File: config.mk
export PLATFORM = sky130hd
export DESIGN_NAME = rxq_ptr_fifo
export DESIGN_NICKNAME = d
export VERILOG_FILES = /design/src/rtl/rxq_pkg.sv /design/src/rtl/rxq_decode.sv /design/src/rtl/rxq_store.sv /design/src/rtl/rxq_ctrl.sv /design/src/rtl/rxq_ptr_fifo.sv
export SDC_FILE = /design/constraint.sdc
export NUM_CORES = 1
export LEC_CHECK = 0
export BUFFER_PORTS_ARGS = -buffer_cell sky130_fd_sc_hd__buf_2
export CAP_MARGIN = 20
export CORE_AREA = 2 2 193 195
export CTS_BUF_LIST = sky130_fd_sc_hd__clkbuf_16
export DETAILED_ROUTE_END_ITERATION = 8
export DIE_AREA = 0 0 195 197
export PLACE_DENSITY_LB_ADDON = 0.1
export SLEW_MARGIN = 5
export SYNTH_ARGS = -nofsm -noshare
export SYNTH_HDL_FRONTEND = slang
export SYNTH_SLANG_ARGS = --single-unit
export TNS_END_PERCENT = 20
File: constraint.sdc
create_clock -name clk -period 4.1 [get_ports clk]
set_input_delay 0.615 -clock clk [delete_from_list [all_inputs] [get_ports clk]]
set_output_delay 0.615 -clock clk [all_outputs]
set_load 0.03 [all_outputs]
File: src/rtl/rxq_pkg.sv
package rxq_pkg;

   typedef enum logic [1:0] {
      HSEL_NONE = 2'd0,
      HSEL_PTR  = 2'd1,
      HSEL_WIN  = 2'd2
   } hsel_e;

   function automatic int unsigned win_end(input int unsigned base, input int unsigned depth);
      return base + 4 * depth;
   endfunction

endpackage

File: src/rtl/rxq_decode.sv
module rxq_decode
   import rxq_pkg::*;
#(
   parameter int unsigned HADDR_W  = 9,
   parameter int unsigned DEPTH    = 64,
   parameter int unsigned WIN_BASE = 32'h80,
   parameter int unsigned PTR_OFS  = 32'h78,
   localparam int PTR_W = $clog2(DEPTH)
) (
   input  logic [HADDR_W-1:0] addr,
   output hsel_e              sel,
   output logic [PTR_W-1:0]   index
);
   localparam logic [HADDR_W:0]   WIN_LO = (HADDR_W+1)'(WIN_BASE);
   localparam logic [HADDR_W:0]   WIN_HI = (HADDR_W+1)'(win_end(WIN_BASE, DEPTH));
   localparam logic [HADDR_W-1:0] PTR_A  = HADDR_W'(PTR_OFS);

   logic [HADDR_W-1:0] offset;
   logic               in_win;

   assign offset = addr - WIN_LO[HADDR_W-1:0];
   assign in_win = ({1'b0, addr} >= WIN_LO) && ({1'b0, addr} < WIN_HI);
   assign index  = offset[PTR_W+1:2];

   always_comb begin
      if (addr == PTR_A)  sel = HSEL_PTR;
      else if (in_win)    sel = HSEL_WIN;
      else                sel = HSEL_NONE;
   end

   logic unused_off_lo;
   assign unused_off_lo = ^{offset[1:0], offset[HADDR_W-1:PTR_W+2]};

endmodule

File: src/rtl/rxq_store.sv
module rxq_store #(
   parameter int unsigned DEPTH  = 64,
   parameter int unsigned DATA_W = 8,
   localparam int PTR_W = $clog2(DEPTH)
) (
   input  logic              clk,
   input  logic              we,
   input  logic [PTR_W-1:0]  waddr,
   input  logic [DATA_W-1:0] wdata,
   input  logic [PTR_W-1:0]  raddr,
   output logic [DATA_W-1:0] rdata
);
   logic [DATA_W-1:0] cell_q [DEPTH];

   for (genvar gi = 0; gi < DEPTH; gi++) begin : g_cell
      always_ff @(posedge clk) begin
         if (we && (waddr == PTR_W'(gi))) cell_q[gi] <= wdata;
      end
   end

   assign rdata = cell_q[raddr];

endmodule

File: src/rtl/rxq_ctrl.sv
module rxq_ctrl #(
   parameter int unsigned DEPTH = 64,
   localparam int PTR_W = $clog2(DEPTH),
   localparam int CNT_W = $clog2(DEPTH) + 1
) (
   input  logic             clk,
   input  logic             rst_n,
   input  logic             soft_rst,
   input  logic             reset_mode,
   input  logic             push_valid,
   input  logic             rel_valid,
   input  logic [CNT_W-1:0] rel_count,
   input  logic             ptr_wr_req,
   input  logic [PTR_W-1:0] ptr_wval,
   output logic             we,
   output logic [PTR_W-1:0] wptr,
   output logic [PTR_W-1:0] rptr,
   output logic [CNT_W-1:0] count,
   output logic             overflow
);
   localparam logic [CNT_W-1:0] FULL_CNT = CNT_W'(DEPTH);

   logic [PTR_W-1:0] wptr_q, rptr_q;
   logic [CNT_W-1:0] count_q;
   logic             ovf_q;
   logic             is_full, ptr_load, push_ok;
   logic [CNT_W-1:0] rel_n;

   assign is_full  = (count_q == FULL_CNT);
   assign ptr_load = ptr_wr_req && reset_mode;
   assign push_ok  = push_valid && !is_full;
   assign we       = push_ok && !ptr_load && !soft_rst;

   always_comb begin
      rel_n = '0;
      if (rel_valid) rel_n = (rel_count > count_q) ? count_q : rel_count;
   end

   always_ff @(posedge clk or negedge rst_n) begin
      if (!rst_n) begin
         wptr_q  <= '0;
         rptr_q  <= '0;
         count_q <= '0;
      end else if (ptr_load) begin
         wptr_q  <= ptr_wval;
         rptr_q  <= ptr_wval;
         count_q <= '0;
      end else if (soft_rst) begin
         wptr_q  <= rptr_q;
         count_q <= '0;
      end else begin
         if (push_ok) wptr_q <= wptr_q + 1'b1;
         rptr_q  <= rptr_q + rel_n[PTR_W-1:0];
         count_q <= count_q + CNT_W'(push_ok) - rel_n;
      end
   end

   always_ff @(posedge clk or negedge rst_n) begin
      if (!rst_n)                                   ovf_q <= 1'b0;
      else if (soft_rst)                            ovf_q <= 1'b0;
      else if (!ptr_load && push_valid && is_full)  ovf_q <= 1'b1;
   end

   assign wptr     = wptr_q;
   assign rptr     = rptr_q;
   assign count    = count_q;
   assign overflow = ovf_q;

   // pointer write outside reset mode leaves the read pointer alone
   a_r3_ptr_wr_ignored: assert property (@(posedge clk) disable iff (!rst_n)
      (ptr_wr_req && !reset_mode && !rel_valid && !soft_rst) |=> $stable(rptr_q));

   // an accepted push without release raises occupancy by one
   a_r4_push_count: assert property (@(posedge clk) disable iff (!rst_n)
      (we && !rel_valid) |=> (count_q == $past(count_q) + 1'b1));

   // an accepted push advances the write pointer
   a_r4_push_wptr: assert property (@(posedge clk) disable iff (!rst_n)
      we |=> (wptr_q == $past(wptr_q) + 1'b1));

   // occupancy never exceeds the depth
   a_r6_count_bound: assert property (@(posedge clk) disable iff (!rst_n)
      count_q <= FULL_CNT);

   // push while full sets overflow
   a_r7_overflow_set: assert property (@(posedge clk) disable iff (!rst_n)
      (push_valid && is_full && !soft_rst && !ptr_load) |=> ovf_q);

   // overflow is sticky until a software reset
   a_r7_overflow_sticky: assert property (@(posedge clk) disable iff (!rst_n)
      (ovf_q && !soft_rst) |=> ovf_q);

   // software reset snaps the write pointer onto an unchanged read pointer
   a_r8_soft_snap: assert property (@(posedge clk) disable iff (!rst_n)
      (soft_rst && !ptr_load) |=> ((wptr_q == $past(rptr_q)) && $stable(rptr_q) && (count_q == '0)));

endmodule

File: src/rtl/rxq_ptr_fifo.sv
module rxq_ptr_fifo
   import rxq_pkg::*;
#(
   parameter int unsigned DEPTH    = 64,
   parameter int unsigned DATA_W   = 8,
   parameter int unsigned BUS_W    = 32,
   parameter int unsigned HADDR_W  = 9,
   parameter int unsigned WIN_BASE = 32'h80,
   parameter int unsigned PTR_OFS  = 32'h78,
   localparam int PTR_W = $clog2(DEPTH),
   localparam int CNT_W = $clog2(DEPTH) + 1
) (
   input  logic               clk,
   input  logic               rst_n,
   input  logic               soft_rst,
   input  logic               reset_mode,
   input  logic               push_valid,
   input  logic [DATA_W-1:0]  push_data,
   input  logic               rel_valid,
   input  logic [CNT_W-1:0]   rel_count,
   input  logic [HADDR_W-1:0] host_addr,
   input  logic               host_wr,
   input  logic [BUS_W-1:0]   host_wdata,
   output logic [BUS_W-1:0]   host_rdata,
   output logic               empty,
   output logic               full,
   output logic               overflow,
   output logic [CNT_W-1:0]   level
);
   if ((DEPTH < 2) || ((DEPTH & (DEPTH - 1)) != 0)) begin : g_bad_depth
      $error("rxq_ptr_fifo: DEPTH must be a power of two >= 2");
   end
   if ((WIN_BASE % 4) != 0) begin : g_bad_base
      $error("rxq_ptr_fifo: WIN_BASE must be word aligned");
   end
   if (win_end(WIN_BASE, DEPTH) > (1 << HADDR_W)) begin : g_bad_span
      $error("rxq_ptr_fifo: window does not fit the host address width");
   end
   if ((PTR_OFS >= WIN_BASE) && (PTR_OFS < win_end(WIN_BASE, DEPTH))) begin : g_bad_ptr
      $error("rxq_ptr_fifo: pointer register overlaps the window");
   end
   if ((BUS_W < DATA_W) || (BUS_W <= PTR_W)) begin : g_bad_bus
      $error("rxq_ptr_fifo: BUS_W too narrow");
   end

   hsel_e             sel;
   logic [PTR_W-1:0]  win_idx;
   logic              we;
   logic [PTR_W-1:0]  wptr, rptr;
   logic [CNT_W-1:0]  count;
   logic [DATA_W-1:0] rd_byte;
   logic              ptr_wr_req;

   rxq_decode #(
      .HADDR_W (HADDR_W),
      .DEPTH   (DEPTH),
      .WIN_BASE(WIN_BASE),
      .PTR_OFS (PTR_OFS)
   ) u_dec (
      .addr (host_addr),
      .sel  (sel),
      .index(win_idx)
   );

   assign ptr_wr_req = host_wr && (sel == HSEL_PTR);

   rxq_ctrl #(.DEPTH(DEPTH)) u_ctrl (
      .clk       (clk),
      .rst_n     (rst_n),
      .soft_rst  (soft_rst),
      .reset_mode(reset_mode),
      .push_valid(push_valid),
      .rel_valid (rel_valid),
      .rel_count (rel_count),
      .ptr_wr_req(ptr_wr_req),
      .ptr_wval  (host_wdata[PTR_W-1:0]),
      .we        (we),
      .wptr      (wptr),
      .rptr      (rptr),
      .count     (count),
      .overflow  (overflow)
   );

   rxq_store #(.DEPTH(DEPTH), .DATA_W(DATA_W)) u_store (
      .clk  (clk),
      .we   (we),
      .waddr(wptr),
      .wdata(push_data),
      .raddr(win_idx),
      .rdata(rd_byte)
   );

   always_comb begin
      case (sel)
         HSEL_PTR: host_rdata = BUS_W'(rptr);
         HSEL_WIN: host_rdata = BUS_W'(rd_byte);
         default:  host_rdata = '0;
      endcase
   end

   assign level = count;
   assign empty = (count == '0);
   assign full  = (count == CNT_W'(DEPTH));

   logic unused_wdata_hi;
   assign unused_wdata_hi = ^host_wdata[BUS_W-1:PTR_W];

   // empty and full never coincide
   a_r6_flags_excl: assert property (@(posedge clk) disable iff (!rst_n)
      !(empty && full));

   // pointer register upper bits read zero
   a_r2_ptr_upper_zero: assert property (@(posedge clk) disable iff (!rst_n)
      (sel == HSEL_PTR) |-> (host_rdata[BUS_W-1:PTR_W] == '0));

endmodule

; ---- Yosys cells after proc, flatten, opt, wreduce, memory -nomap -nowiden
; Memories as Yosys holds them, arrays and structs flattened.
; Cells that the tools add are included.
[word_totals]
regBits = 20
mem_bits_rw = 512
word_cells = 554
memories = 1
[memory_table]
columns = name, depth, width, rd, rd_clocked_by_memory_dff, wr, line
row1 = u_store.cell_q, 64, 8, 1, 0, 1, rxq_store.sv:13  ; logic [DATA_W-1:0] cell_q [DEPTH];
[op_classes]
add_sub_neg = 5
magnitude_cmp = 3
eq_ne = 68
n_mux = 331
reduce_logical = 142
[op_table]
columns = op, n
row1 = 8-bit two-way mux, 63
row2 = 8-bit OR reduction, 63
row3 = 6-bit two-way mux, 68
row4 = 1-bit two-way mux, 193
row5 = "6-bit equality test, second input constant", 32
row6 = "6-bit by 5-bit equality test with 1-bit output, second input constant", 16
row7 = 1-bit logical AND, 72
row8 = "6-bit by 4-bit equality test with 1-bit output, second input constant", 8
row9 = 7-bit two-way mux, 4
row10 = "6-bit by 3-bit equality test with 1-bit output, second input constant", 4
row11 = 8-bit one-hot mux with 2 select lines, 1
row12 = "6-bit by 2-bit equality test with 1-bit output, second input constant", 2
row13 = "9-bit by 7-bit equality test with 1-bit output, second input constant", 1
row14 = "9-bit by 8-bit greater-or-equal comparator with 1-bit output, second input constant", 1
row15 = "9-bit less-than comparator, second input constant", 1
row16 = "8-bit subtractor, second input constant", 1
row17 = 7-bit by 1-bit adder with 7-bit output, 1
row18 = "7-bit equality test, second input constant", 1
row19 = 7-bit greater-than comparator, 1
row20 = 7-bit logical NOT, 1
row21 = 7-bit subtractor, 1
row22 = "6-bit by 1-bit adder with 6-bit output, second input constant", 1
row23 = 6-bit adder, 1
row24 = "6-bit by 1-bit equality test with 1-bit output, second input constant", 1
row25 = other kinds (8), 11

; ---- Logic depth before layout (Yosys ltp)
; Gate-level depths: netlist of run 1.
[depth]
ltp_word = 77
depth_mapped = 20

; ---- Modules after synthesis
; A second synthesis of run 1 with hierarchy kept.
[unflattened]
cells_unflattened = 1176
hier_area_um2 = 22022.4
[modules_own_cells]
columns = mod, instances, cells_each, area_each_um2, seq_area_each_um2
row1 = rxq_store, 1, 913, 19826.5, 15374.7
row2 = rxq_ctrl, 1, 206, 1780.5, 500.5
row3 = rxq_ptr_fifo, 1, 47, 335.3, 0.0
row4 = rxq_decode, 1, 10, 80.1, 0.0

; ---- Least setup slack after synthesis of run 1
; OpenSTA, ideal clock, no wires.
[synth_path]
path_type = reg2reg
startpoint = register u_ctrl.count_q[6], in the netlist u_ctrl.count[6]
endpoint = register u_ctrl.count_q[6], in the netlist u_ctrl.count[6]
setup_time_ns = 0.119
arrival_ns = 3.736
path_slack_ns = 0.245
path_stages_with_launch = 21
n_path_buf = 1
synth_period_minus_slack_ns = 3.855
path_cell_list = dfrtp_1 > inv_1 > ha_1 > a21oi_1 > o21ai_0 > o22ai_1 > buf_2 > mux2_2 > nand2_1 > or2_2 > nand2_1 > ha_1 > inv_1 > fa_1 > nor2b_1 > o21ai_0 > nand2b_1 > a21o_1 > a21oi_1 > xnor3_1 > and2_1
[synth_via]
elab_chain_len = 7
[synth_lines]
columns = item, line
row1 = "start, declared", rxq_ctrl.sv:24  ; logic [CNT_W-1:0] count_q;
row2 = "start signal, assigned", rxq_ctrl.sv:54  ; count_q <= count_q + CNT_W'(push_ok) - rel_n;
row3 = 7-bit equality test, rxq_ctrl.sv:29  ; assign is_full = (count_q == FULL_CNT);
row4 = 1-bit logical NOT, rxq_ctrl.sv:31  ; assign push_ok = push_valid && !is_full;
row5 = 1-bit logical AND, rxq_ctrl.sv:31
row6 = 7-bit by 1-bit adder with 7-bit output, rxq_ctrl.sv:54
row7 = 7-bit subtractor (*), rxq_ctrl.sv:54
row8 = 7-bit two-way mux (*), rxq_ctrl.sv:48  ; end else if (soft_rst) begin
row9 = 7-bit two-way mux (*), rxq_ctrl.sv:44  ; end else if (ptr_load) begin
; Every way passes the cells marked *; elsewhere a longest branch is shown, timed or not.
; A chain may end at the register's enable or synchronous reset.

; ---- Worst setup path after layout of run 1
; Ends and elaborated chain as after synthesis.

==> qor.yml, run 1 <==
outcome:
  status: "finished, final reports clean"
placed_design:
  pre_cts_ws_ps: 67.87
  placement.io_buffers: 54
  place_area_sq_mm: 0.02330
  gp_congestion: 0.8456
  dp_hpwl_um: 30880
setup_path:
  required_ps: 4580
  crit_path_end_kind: "register"
  cp.arrival_ps: 4290
  max_stage_delay_ps: 440
  worstSetupPathType: "reg -> reg"
  slowest_stage: "fa_1"
  critPathMaxFanout: 4
  path_cells: "inv_1 -> ha_1 -> nand4_1 -> a21oi_1 -> o22ai_1 -> mux2_2 -> nand2_1 -> or2_2 -> nand2_1 -> ha_1 -> inv_1 -> fa_1 -> nor2b_1 -> o21ai_0 -> nand2b_1 -> a21o_1 -> a21oi_1 -> xnor3_1 -> and2_1"
  critPathLaunchType: "register"
power_and_ir_drop:
  power_frac_seq_pct: 49.9
  p_leak_nw: 8.591
  pwr-share-clk_pct: 35.7
  powerDensity_mw_per_mm2: 501.4
  p_sw_w: 0.003138
  ir_drop_mv: 0.3927
  intPower_w: 0.009414
  sw_frac_of_total_pct: 25.00
  p_comb_share_pct: 14.4
clocking:
  clock_path_buffers: 3
  clockRootBuffer: "clkbuf_16"
  clk_pin_slew_worst_paths_ps: 60
  insertion_delay_ps: 610
  cts_tree: "yes"
  htree_levels: 2
  cts_sinks: 532
  cts_resized: 0
  cts_inserted_buffers: 51
finish:
  drive_above_1_share_pct: 30.01
  syn2layout_area_growth_pct: 13.86
  stdcell_area_sq_mm: 0.02504
  final_net_count: 1378
  fin_util_pct: 69.04
  num_antenna_cells: 0
  fillers: 2288
  multi_input_area_sq_mm: 0.005645
  ff_latch_area_sq_mm: 0.01588
floorplanning:
  initial_core_util_pct: 60.64
  dieArea_sq_mm: 0.03842
  die_h_um: 197
  ios: 105
  row_count: 70
  core_sq_mm: 0.03626
  die_x_um: 195
grt:
  grt_max_degree: 65
  grt_overflow_total: 0
  antenna_found_initial: 0
  grt_pass1_wl_um: 70620
  grt_pass1_vias: 11111
  track_usage_pct: 25.56
route:
  routed_wl_um: 47500
  drtIter0Drc: 1108
  wl_per_cell_um: 26.52
  num_vias: 10998
  vias_per_cell: 6.141
  antenna_left: 0
  drt_first_pass_iters: 5
  drc: 0
timing:
  finalSetupViolCount: 0
  setup_slack_ps: 295.0
  rsz0062_at_grt: "no"
  fin_crit_ps: 3805
  relSlewSlack_pct: 50.39
  drv_slew: 0
  fmax_mhz: 262.8
  tns_ps: 0
  worst_slew_pin_slew_ps: 744.2
  finalCritPeriodShare_pct: 92.81
  hold_viol: 0
  clock_skew_ps: 27.93
synthesis:
  postSynthCellCount: 1126
  synthTopCellsByCount: "edfxtp_1, mux4_2, nor2_1"
  yosys.cell_types.count: 55
  yosysWarnings: 0
  syn_area_per_cell_sq_um: 19.53
  yosys-top-cells-area: "edfxtp_1, mux4_2, dfrtp_1"
  ys_seq_area_share_pct: 72.20
  synthArstFlopShare_pct: 3.759
  synth_top_area_share_pct: 69.93
  yosysTopAreaCell: "edfxtp_1"
  netlist_area_sq_mm: 0.02199
  ys_ff_latch: 532
  ys.flop_type: "edfxtp_1"
  synth.most_common_cell: "edfxtp_1"
  synth_edf_count: 512
flow_run:
  drv_cap: 0
min_path:
  min_path_type: "in -> reg"
## worst max-delay path, delay by kind of cell, from the launching register on
family,cells,cell delay [ps]
AO/OA/AOI/OAI,5,610
XOR/XNOR,1,310
adder cells (fa/ha/maj),3,920
buffers and inverters,2,150
flip-flops,1,420
multiplexers,1,260
AND/OR/NAND/NOR,7,1040
## kinds of logic after synthesis
kind of cell             synth area share, %
flip-flops                             72.20
AND/OR/NAND/NOR                        3.955
multiplexers                           16.91
buffers and inverters                  2.515
AO/OA/AOI/OAI                          2.322
adder cells (fa/ha/maj)                1.662
XOR/XNOR                              0.4211
other                                0.01706
## path summary, 6_finish.rpt
| kind | start | endpoint | slack [ps] | depth (start not counted) |
|---|---|---|---|---|
| worst min register to register | u_ctrl.overflow$_DFFE_PN0P_ | u_ctrl.overflow$_DFFE_PN0P_ | 500 | 2 |
| min in group asynchronous | rst_n | u_ctrl.overflow$_DFFE_PN0P_ | 520 | 2 |
| worst max register to register | u_ctrl.count[6]$_DFF_PN0_ | u_ctrl.count[6]$_DFF_PN0_ | 290 | 19 |
| max in group asynchronous | rst_n | u_ctrl.count[0]$_DFF_PN0_ | 3200 | 2 |
| worst min-delay path | host_wdata[2] | u_ctrl.rptr[2]$_DFFE_PN0P_ | 240 | 3 |
| worst max-delay path | u_ctrl.count[6]$_DFF_PN0_ | u_ctrl.count[6]$_DFF_PN0_ | 290 | 19 |
## sequential cells by signal, summed over array words and instances (netlist names)
| name | cells |
|---|---|
| u_store.cell_q | 512 |
| u_ctrl.count | 7 |
| u_ctrl.wptr | 6 |
| u_ctrl.rptr | 6 |
| u_ctrl.overflow | 1 |
## repair_timing
item                       in CTS  in global routing
setup endpoints to repair       0                  1
setup buffers                   0                  1
hold buffers                    1                  0
hold endpoints to repair       20                  0
## stage by stage
step | std cells | total power (W) | hold WS, ps
finish | 1791 | 0.01255 | 242.8
global route | 1791 | 0.01299 | 259.6
CTS | 1783 | 0.01259 | 222.6
detailed placement | 1693 | 0.008154 | 492.0
global placement | 1693 | 0.008123 | 477.0
floorplan | 1149 | 0.007609 | 319.4
## placed cells by master, fill, tap and decap left out, types with 5 or more instances in the layout
| master | netlist | final |
|---|---|---|
| and2_1 | 5 | 5 |
| buf_4 | 32 | 96 |
| buf_12 | 0 | 13 |
| clkinv_1 | 0 | 5 |
| mux4_2 | 148 | 148 |
| ha_1 | 26 | 26 |
| mux2_2 | 11 | 11 |
| or2_2 | 5 | 5 |
| a31oi_1 | 5 | 5 |
| conb_1 | 1 | 24 |
| inv_1 | 19 | 34 |
| nor2b_1 | 5 | 5 |
| dfrtp_1 | 20 | 20 |
| o21ai_0 | 15 | 15 |
| a21oi_1 | 25 | 25 |
| nand2_1 | 46 | 46 |
| nand3_1 | 7 | 7 |
| nor2_1 | 89 | 89 |
| clkinv_2 | 0 | 9 |
| edfxtp_1 | 512 | 512 |
| nand2b_1 | 9 | 9 |
| buf_2 | 10 | 52 |
| a21o_1 | 7 | 7 |
| nor3_1 | 5 | 5 |
| mux2i_1 | 26 | 26 |
| xnor2_1 | 6 | 6 |
| clkbuf_16 | 0 | 52 |
## metal layers
metal / vias up / global-route usage [%] / part of all wire (%)
met5: - / 0 / 0
met4: 0 / 9.924 / 3.1
met3: 75 / 3.029 / 4.8
met2: 322 / 42.20 / 50
met1: 5773 / 35.73 / 42
li1: 4828 / - / -
## power groups by stage
stage / combinational, W / sequential, W / clock [W]
floorplan: 0.00123 / 0.00638 / 0
global placement: 0.00176 / 0.00637 / 0
detailed placement: 0.00178 / 0.00637 / 0
CTS: 0.00179 / 0.00626 / 0.00454
global route: 0.00199 / 0.00627 / 0.00473
finish: 0.00181 / 0.00626 / 0.00448
## area by class of cell
class | count | share of cell area (%)
well taps | 468 | 2.339
flip-flops and latches | 532 | 63.41
multi-input cells | 519 | 22.55
clock inverters | 37 | 1.119
repair buffers | 164 | 5.098
inverters | 19 | 0.2849
clock buffers | 52 | 5.198
Note: power is estimated with default switching activity, not from simulation.
==> run 2, diff against run 1 <==
- CORE_AREA: 2 2 193 195 -> 2 2 195 197
- DIE_AREA: 0 0 195 197 -> 0 0 197 199
- TNS_END_PERCENT: 20 -> 5
==> qor.yml, run 2 (synthesized netlist as in run 1, its figures left out) <==
floorplanning:
  die_h_um: 199  # +1.0%
  core_sq_mm: 0.03713  # +2.4%
  ios: 105  # unchanged
  die_x_um: 197  # +1.0%
  initial_core_util_pct: 59.21  # -1.4 points
  row_count: 71  # +1.4%
  dieArea_sq_mm: 0.03920  # +2.1%
min_path:
  hold_path_startpoint: "host_wdata[0]"
  min_path_type: "in -> reg"
timing:
  hold_viol: 0  # unchanged
  finalCritPeriodShare_pct: 92.88  # about the same
  worst_slew_pin_slew_ps: 1100  # +355.9 ps
  fmax_mhz: 262.6  # about the same
  fin_crit_ps: 3808  # +3.019 ps
  drv_slew: 0  # unchanged
  relSlewSlack_pct: 26.66  # -24 points
  clock_skew_ps: 12.88  # -15.05 ps
  finalSetupViolCount: 0  # unchanged
clocking:
  clock_path_buffers: 3  # unchanged
  cts_inserted_buffers: 52  # +2.0%
  insertion_delay_ps: 590  # -20 ps
  cts_sinks: 532  # unchanged
  htree_levels: 2  # unchanged
  cts_tree: "yes"
  clockRootBuffer: "clkbuf_16"
  clk_pin_slew_worst_paths_ps: 60  # about the same
setup_path:
  critPathLaunchType: "register"
  worstSetupPathType: "reg -> reg"
  required_ps: 4570  # about the same
  timing.critical_path.from: "u_ctrl.count[6]$_DFF_PN0_"
  timing.rr.start: "u_ctrl.count[6]$_DFF_PN0_"
  crit_path_end_kind: "register"
  cp.arrival_ps: 4280  # about the same
  critPathMaxFanout: 5  # +1
finish:
  mostFrequentLayoutCell: "edfxtp_1"
  stdcell_count: 1812  # +1.2%
  final_cell_mix: "edfxtp_1, mux4_2, buf_4"
  regMostFlops: "u_store.cell_q"
  drive_above_1_share_pct: 30.72  # +0.71 points
  fin_util_pct: 67.78  # -1.3 points
  largest_reg_flops: 512  # unchanged
  syn2layout_area_growth_pct: 14.47
  num_antenna_cells: 0  # unchanged
  final_net_count: 1390  # +0.87%
grt:
  track_usage_pct: 25.74  # +0.18 points
  antenna_found_initial: 0  # unchanged
  grt_overflow_total: 0  # unchanged
  grt_pass1_vias: 11296  # +1.7%
  grt_pass1_wl_um: 72270  # +2.3%
  grt_max_degree: 65  # unchanged
placed_design:
  dp_hpwl_um: 31710  # +2.7%
  placement.io_buffers: 54  # unchanged
  gp_congestion: 0.8486  # +0.35%
  dp_cells: 1714  # +1.2%
power_and_ir_drop:
  p_leak_nw: 8.641  # +0.58%
  ir_drop_mv: 0.4124  # +5.0%
  powerDensity_mw_per_mm2: 503.9  # +0.50%
  power_w: 0.01268  # +1.0%
route:
  drtIter0Drc: 888  # -20%
  drt_first_pass_iters: 6  # +1
  num_vias: 11192  # +1.8%
  wl_per_cell_um: 26.73  # +0.80%
  antenna_left: 0  # unchanged
  drc: 0  # unchanged
  routed_wl_um: 48440  # +2.0%
  vias_per_cell: 6.177  # +0.58%
outcome:
  status: "finished, final reports clean"
flow_run:
  drv_cap: 0  # unchanged
-- run 2: cell count changes in the layout (fill, tap and decap cells not counted), sizes merged --
cell / before / now
clkinvlp: 2 / 3
inv: 35 / 29
clkbuf: 53 / 55
clkinv: 15 / 22
buf: 162 / 173
-- run 2: worst max-delay path: stages, from the launching register on --
cell and delay [ps]:
dfrtp_2 400, inv_1 60, ha_1 300, a21oi_1 150, o21ai_1 100, o22ai_1 270
mux2_4 220, nand2_1 80, or2_2 310, nand2_1 70, ha_1 170, inv_1 70
fa_1 460, nor2b_2 140, o21ai_0 90, nand2b_1 120, a21o_1 130, a21oi_1 80
xnor3_1 310, and2_1 160
-- run 2: cell type report --
class	instances	area (sq um)
Clock buffer	54	1351
Multi-Input combinational cell	519	5655
Tap cell	474	593.1
Fill cell	2430	11960
Clock inverter	39	287.8
Timing Repair Buffer	175	1334
Inverter	19	71.32
Sequential cell	532	15880
-- run 2: path summary, 6_finish.rpt --
check	to	slack (ps)	depth (start not counted)
setup / recovery	u_ctrl.count[6]$_DFF_PN0_	290	19
hold / removal	u_ctrl.rptr[0]$_DFFE_PN0P_	260	3
setup reg to reg	u_ctrl.count[6]$_DFF_PN0_	290	19
hold reg to reg	u_ctrl.overflow$_DFFE_PN0P_	500	2
max in group asynchronous	u_ctrl.count[6]$_DFF_PN0_	3160	2
min in group asynchronous	u_ctrl.rptr[4]$_DFFE_PN0P_	540	2
-- run 2: routing by layer --
layer  vias to the layer above  global-route usage [%]  share of wire [%]  wire, um
met2                       380                   44.26                 52     25190
li1                       4856                       -                  -         -
met1                      5903                   35.84                 41     19810
met5                         -                       0                  0         0
met3                        53                   3.798                5.7      2774
met4                         0                   5.207                1.4       662
-- run 2: what timing repair did --
| action | in CTS | in global routing |
|---|---|---|
| buffers inserted | 0 | 1 |
| resized for setup | 0 | 5 |
| hold buffers | 1 | 0 |
| endpoints found under the setup margin | 0 | 1 |
| endpoints found under the hold margin | 12 | 0 |
-- run 2: through the flow --
step           setup slack [ps]  setup TNS [ps]  hold slack, ps  cell area [sq um]
6_report                  292.0               0           256.8              25170
2_1_floorplan             244.9               0           319.4              22070
3_5_place_dp              3.233               0           486.9              23440
5_1_grt                  -4.025          -4.025           241.0              25170
4_1_cts                   262.5               0           229.0              25090
3_3_place_gp              68.76               0           473.0              23440
-- run 2: where the power goes --
part           total, W  internal (W)  switching [W]
sequential      0.00626       0.00612       0.000141
clock           0.00458       0.00262        0.00196
combinational   0.00184      0.000768        0.00107
